`src/rtl/gsp_pkg.sv`:
```
package gsp_pkg;
  // An enable pin is active when its level equals the polarity bit
  // (0 = active-low, 1 = active-high).
  function automatic logic en_active(input logic pin, input logic pol);
    return pin == pol;
  endfunction
endpackage

```
`src/rtl/gsp_pol_regs.sv`:
```
module gsp_pol_regs (
  input  logic clk,
  input  logic rst,
  input  logic load,
  input  logic tx_pol_in,
  input  logic rx_pol_in,
  output logic tx_pol,
  output logic rx_pol
);
  always_ff @(posedge clk) begin
    if (rst) begin
      tx_pol <= 1'b0;
      rx_pol <= 1'b0;
    end else if (load) begin
      tx_pol <= tx_pol_in;
      rx_pol <= rx_pol_in;
    end
  end

  p_pol_hold_r10: assert property (@(posedge clk) disable iff (rst)
    !load |=> ($stable(tx_pol) && $stable(rx_pol)));
endmodule

```
`src/rtl/gsp_tx_serializer.sv`:
```
module gsp_tx_serializer #(
  parameter int W = 8
) (
  input  logic         clk,
  input  logic         rst,
  input  logic         tick,
  input  logic         en_pin,
  input  logic         pol,
  input  logic [W-1:0] data,
  input  logic         valid,
  output logic         ready,
  output logic         ser
);
  import gsp_pkg::*;
  localparam int CW = $clog2(W + 1);

  logic         go_q;
  logic         buf_full_q;
  logic [W-1:0] buf_q;
  logic [W-1:0] sh_q;
  logic [CW-1:0] left_q;
  logic         ser_q;

  // Named events for the assertions
  wire slot     = tick && go_q;
  wire have_sh  = (left_q != '0);
  wire reload   = slot && !have_sh && buf_full_q;
  wire shift    = slot && have_sh;
  wire adv      = reload || shift;
  wire underrun = slot && !have_sh && !buf_full_q;
  wire take     = valid && !buf_full_q;

  always_ff @(posedge clk) begin
    if (rst) begin
      go_q       <= 1'b0;
      buf_full_q <= 1'b0;
      buf_q      <= '0;
      sh_q       <= '0;
      left_q     <= '0;
      ser_q      <= 1'b0;
    end else begin
      if (tick) go_q <= en_active(en_pin, pol);
      if (take) begin
        buf_q      <= data;
        buf_full_q <= 1'b1;
      end
      if (reload) begin
        ser_q      <= buf_q[W-1];
        sh_q       <= {buf_q[W-2:0], 1'b0};
        left_q     <= CW'(W - 1);
        buf_full_q <= 1'b0;
      end else if (shift) begin
        ser_q  <= sh_q[W-1];
        sh_q   <= {sh_q[W-2:0], 1'b0};
        left_q <= left_q - 1'b1;
      end
    end
  end

  assign ready = !buf_full_q;
  assign ser   = ser_q;

  p_hold_r4: assert property (@(posedge clk) disable iff (rst)
    !adv |=> $stable(ser));
  p_ready_drop_r2: assert property (@(posedge clk) disable iff (rst)
    (valid && ready) |=> !ready);
  p_underrun_r11: assert property (@(posedge clk) disable iff (rst)
    underrun |=> ($stable(left_q) && $stable(ser)));
  p_gap_r6: assert property (@(posedge clk) disable iff (rst)
    !tick |=> ($stable(left_q) && $stable(go_q) && $stable(ser)));
endmodule

```
`src/rtl/gsp_rx_deserializer.sv`:
```
module gsp_rx_deserializer #(
  parameter int W = 8
) (
  input  logic         clk,
  input  logic         rst,
  input  logic         tick,
  input  logic         en_pin,
  input  logic         pol,
  input  logic         bit_in,
  output logic [W-1:0] data,
  output logic         valid
);
  import gsp_pkg::*;
  localparam int CW = $clog2(W + 1);

  logic [W-1:0]  sh_q;
  logic [W-1:0]  data_q;
  logic [CW-1:0] cnt_q;
  logic          valid_q;

  wire acc  = tick && en_active(en_pin, pol);
  wire last = acc && (cnt_q == CW'(W - 1));

  always_ff @(posedge clk) begin
    if (rst) begin
      sh_q    <= '0;
      data_q  <= '0;
      cnt_q   <= '0;
      valid_q <= 1'b0;
    end else begin
      valid_q <= 1'b0;
      if (acc) begin
        sh_q <= {sh_q[W-2:0], bit_in};
        if (last) begin
          cnt_q   <= '0;
          data_q  <= {sh_q[W-2:0], bit_in};
          valid_q <= 1'b1;
        end else begin
          cnt_q <= cnt_q + 1'b1;
        end
      end
    end
  end

  assign data  = data_q;
  assign valid = valid_q;

  p_drop_r8: assert property (@(posedge clk) disable iff (rst)
    !acc |=> ($stable(cnt_q) && $stable(sh_q)));
  p_pulse_r7: assert property (@(posedge clk) disable iff (rst)
    valid |=> !valid);
  p_data_hold_r7: assert property (@(posedge clk) disable iff (rst)
    !last |=> $stable(data));
  p_cnt_range_r7: assert property (@(posedge clk) disable iff (rst)
    cnt_q < CW'(W));
endmodule

```
`src/rtl/gapped_serial_port.sv`:
```
module gapped_serial_port #(
  parameter int W = 8
) (
  input  logic         clk,
  input  logic         rst,
  input  logic         cfg_load,
  input  logic         cfg_tx_pol,
  input  logic         cfg_rx_pol,
  input  logic [W-1:0] tx_data,
  input  logic         tx_valid,
  output logic         tx_ready,
  input  logic         tx_tick,
  input  logic         tx_en,
  output logic         tx_ser,
  input  logic         rx_tick,
  input  logic         rx_en,
  input  logic         rx_ser,
  output logic [W-1:0] rx_data,
  output logic         rx_valid
);
  logic tx_pol;
  logic rx_pol;

  gsp_pol_regs u_pol (
    .clk(clk), .rst(rst), .load(cfg_load),
    .tx_pol_in(cfg_tx_pol), .rx_pol_in(cfg_rx_pol),
    .tx_pol(tx_pol), .rx_pol(rx_pol)
  );

  gsp_tx_serializer #(.W(W)) u_tx (
    .clk(clk), .rst(rst), .tick(tx_tick), .en_pin(tx_en), .pol(tx_pol),
    .data(tx_data), .valid(tx_valid), .ready(tx_ready), .ser(tx_ser)
  );

  gsp_rx_deserializer #(.W(W)) u_rx (
    .clk(clk), .rst(rst), .tick(rx_tick), .en_pin(rx_en), .pol(rx_pol),
    .bit_in(rx_ser), .data(rx_data), .valid(rx_valid)
  );

  p_reset_quiet_r1: assert property (@(posedge clk) disable iff (rst)
    $past(rst) |-> (tx_ready && !rx_valid && !tx_ser));
endmodule

```
`config.mk`:
```
export PLATFORM = sky130hd
export DESIGN_NAME = gapped_serial_port
export DESIGN_NICKNAME = d
export VERILOG_FILES = /design/src/rtl/gsp_pkg.sv /design/src/rtl/gsp_pol_regs.sv /design/src/rtl/gsp_tx_serializer.sv /design/src/rtl/gsp_rx_deserializer.sv /design/src/rtl/gapped_serial_port.sv
export SDC_FILE = /design/constraint.sdc
export NUM_CORES = 1
export LEC_CHECK = 0
export ABC_AREA = 1
export BUFFER_PORTS_ARGS = -buffer_cell sky130_fd_sc_hd__buf_2
export CAP_MARGIN = 20
export CORE_MARGIN = 5
export CORE_UTILIZATION = 43
export CTS_BUF_LIST = sky130_fd_sc_hd__clkbuf_8
export DETAILED_ROUTE_END_ITERATION = 8
export GPL_ROUTABILITY_DRIVEN = 0
export PLACE_DENSITY = 0.74
export SLEW_MARGIN = 40
export SYNTH_ARGS = -nofsm -noshare
export SYNTH_HDL_FRONTEND = slang
export SYNTH_SLANG_ARGS = --single-unit
```
`constraint.sdc`:
```
create_clock -name clk -period 3.6 [get_ports clk]
set_clock_uncertainty 0.15 [all_clocks]
set_input_delay 0.18 -clock clk [delete_from_list [all_inputs] [get_ports clk]]
set_output_delay 0.18 -clock clk [all_outputs]
set_load 0.02 [all_outputs]
```
==> results by group <==
Run status
  • Status: finished clean

Critical path
  • Slowest stage delay, CP: ~500 ps
  • Critical path capture point type: flop
  • Critical Path AT: a little under 2000 ps
  • Worst r2r src: u_pol.rx_pol$_SDFFE_PP0P_
  • CP max FO: 20
  • Worst Path Required: 3640 ps
  • R2R depth: 7
  • Worst path slowest cell: inv_1
  • Flop-to-flop setup slack: roughly 1700 ps
  • R2R Path End: u_rx.data[7]$_SDFFE_PP0P_
  • Worst setup path class: reg -> reg
  • CP Cell Sequence: inv_1, nand2_1, nand3_2, inv_1, nand2_2, nand3_1, nand2_1
  • Setup crit start kind: flop

Routing
  • Met2 Routed Length: around 1800 um
  • Vias: about 1700
  • Final routed DRC violation total: 0
  • Pre-Repair DR Iteration Count: 4
  • Via density: between 4 and 5
  • Top Layer Used: met4
  • DR WL met3: 151 um
  • Routed length on met1: approximately 1900 um
  • Average routed wire per standard cell: around 11 um
  • Drt initial violations: roughly 100
  • Detailed Route WL: about 3800 um
  • Final ANT Viol Nets: 0

Flow run
  • Max Cap Viol: 0

Floorplan
  • Initial Util: between 40 and 50%
  • Core ar.: about 4400 sq um
  • # rows: 24
  • IO Pins: 30
  • Die span in x: 76.9 um
  • Die H: 76.9 um
  • Die area: just under 6000 sq um

Logic synthesis
  • Proportion of synthesized area in mux cells: 0%
  • Ys flop type: dfxtp_1
  • Share of the synthesized area in the top cell type: 45.8%
  • Post-Synth XOR/XNOR Area: less than 1%
  • Mapped Nets: between 200 and 300
  • Synth Cell Area: between 1500 and 2000 sq um
  • Cells after synthesis: around 260
  • Synth Area in Adders: between 1 and 1.5%
  • Fraction of registers with async set/reset: 0%
  • Main combinational cell family by area after synthesis: simple AND/OR/NAND/NOR gates
  • Post-synthesis register bit count: 44
  • Synth area leader: dfxtp_1
  • Top cells by area, synth: dfxtp_1 (46%), nand2_1 (11%), a21oi_1 (7.3%)
  • Sequential-to-total area share from yosys stat: between 40 and 50%
  • Ys Warns: 0
  • Synth Area in Simple Gates: between 20% and 30%
  • Synth cell types: 28
  • Number of synthesized flops with an enable pin: 0
  • Synth Area in Compound Gates: roughly 14%
  • Mapped Avg Cell Area: about 7.5 sq um

Placement
  • HPWL after DPL: roughly 2600 um
  • Port Buf Inserts: 29
  • DP Area: between 2000 and 2500 sq um

Final layout
  • Nets: ~300
  • Commonest non-fill, non-tap cell in the layout: nand2_1
  • Design area: roughly 2200 sq um
  • Share of layout cells above drive strength 1: ~18%
  • Synth-to-Final Area Change: 13.5%
  • ANT cells: 0
  • Fin util: 50.1%
  • Most frequent cells in the layout: nand2_1 (57), dfxtp_1 (44), buf_2 (29)

Clock tree
  • Root Driver: clkbuf_8
  • Worst-path clk slew: roughly 80 ps
  • Max clock buf depth: 2
  • Setup Buffers After CTS: 0
  • TritonCTS Buffers: 5
  • CTS tree: done
  • Worst-skew pair later-pin latency: between 200 and 300 ps
  • H-tree Lvls: 2
  • TritonCTS Sinks: between 40 and 50

STA
  • Actual slew at the worst max-slew pin: about 620 ps
  • Pins Over Slew Limit: 0
  • Setup TNS: 0 ps
  • RSZ-0062 raised after global routing: no
  • Final hold vios: 0
  • Fmax: between 500 and 600 MHz
  • Tmin final: 1890 ps
  • Crit share post-route: 52.5%
  • Slew HR: 58.4%
  • Endpoints failing setup: 0

GRT
  • Grt total ovfl: 0
  • Initial antenna violation count: 0
  • Global-route wire length before repair: around 6900 um
  • GR Util All Layers: 14.1%
  • Largest net degree at the start of global routing: just over 40
  • Vias in the first global route: approximately 1500

Power and ir drop
  • Power Dens Cells: approximately 430 nW/um^2
  • Total power: roughly 950 uW
  • Peak supply drop: about 230 uV
  • Pleak: approximately 0.0010 uW

Min path
  • Worst Hold Path EP: u_pol.tx_pol$_SDFFE_PP0P_
  • Worst hold start: cfg_load
  • Hold path depth: 3
  • Hold Crit Class: in -> reg
-- critical path: cells and delay by family (launching register included) --
family / cells / cell delay (ps)
buffers and inverters: 2 / 550
AND/OR/NAND/NOR: 5 / 750
flip-flops: 1 / 340
-- worst max path at each step --
stage                                       end  slack (ps)                   startpoint  cells past startpoint
finish                u_rx.data[7]$_SDFFE_PP0P_        1710    u_pol.rx_pol$_SDFFE_PP0P_                      7
global route          u_rx.data[3]$_SDFFE_PP0P_        1500    u_pol.rx_pol$_SDFFE_PP0P_                      7
CTS                   u_rx.data[7]$_SDFFE_PP0P_        1720    u_pol.rx_pol$_SDFFE_PP0P_                      7
detailed placement    u_rx.data[5]$_SDFFE_PP0P_        1750    u_pol.rx_pol$_SDFFE_PP0P_                      7
global placement      u_rx.data[2]$_SDFFE_PP0P_        1750    u_pol.rx_pol$_SDFFE_PP0P_                      7
floorplan           u_tx.left_q[0]$_SDFFE_PP0P_        2210  u_tx.left_q[0]$_SDFFE_PP0P_                      7
-- flip-flops by register name, summed over array words and instances (netlist names) --
name and cells:
u_rx.cnt_q 4, u_rx.sh_q 7, u_tx.sh_q 7, u_rx.data 8
u_pol.tx_pol 1, u_tx.buf_q 8, u_tx.left_q 4, u_tx.buf_full_q 1
u_rx.valid 1, u_tx.go_q 1, u_tx.ser 1, u_pol.rx_pol 1
-- power breakdown --
part           total [uW]  switching (uW)  internal [uW]  leakage (uW)
clock network         324             169            155     0.0000434
logic                 107            69.7           37.1      0.000605
registers             516            9.94            506      0.000358
total                 946             248            698       0.00101
-- cell usage after synthesis, types with 2 or more instances --
master and n:
a21oi_1 28, buf_6 3, nand3_2 2, o21bai_1 6, nand4_1 9, dfxtp_1 44, nand2_1 57, ha_1 2
nand2_2 3, clkbuf_1 2, nor2_1 14, buf_2 5, o21ai_0 12, nand3_1 28, inv_1 27
-- layout make-up --
cell class / instances / area (sq um)
clock inverter: 2 / 15.0
clock buffer: 6 / 82.6
fill: 427 / 2170
tap: 52 / 65.1
inverter: 29 / 110
sequential: 44 / 881
multi-input combinational: 170 / 855
timing repair buffer: 32 / 175
-- cells by family (layout without fill, tap and decap cells) --
family,count (synthesis),count (layout)
and+or+nand+nor,117,117
buffers and inverters,41,69
xor gates and xnor gates,1,1
adders and majority gates,2,2
AOI/OAI and AO/OA,50,50
DFF,44,44
-- timing repair --
item | 4_1_cts | 5_1_grt
resized for setup | 0 | 0
setup endpoints to repair | 0 | 0
hold buffers | 3 | 0
hold endpoints to repair | 3 | 0
-- per-stage QoR --
step	setup WS (ps)	hold slack [ps]	std cells
6_report	1710	3.34	335
5_1_grt	1500	12.0	335
4_1_cts	1720	1.96	335
3_5_place_dp	1750	271	324
3_3_place_gp	1750	253	324
2_1_floorplan	2210	99.1	255
-- metal layers --
metal	GRT usage, %	vias to the layer above
met5	0	-
li1	-	885
met4	5.77	0
met3	3.51	5
met2	22.2	35
met1	18.2	747
Note: power is estimated with default switching activity, not from simulation.
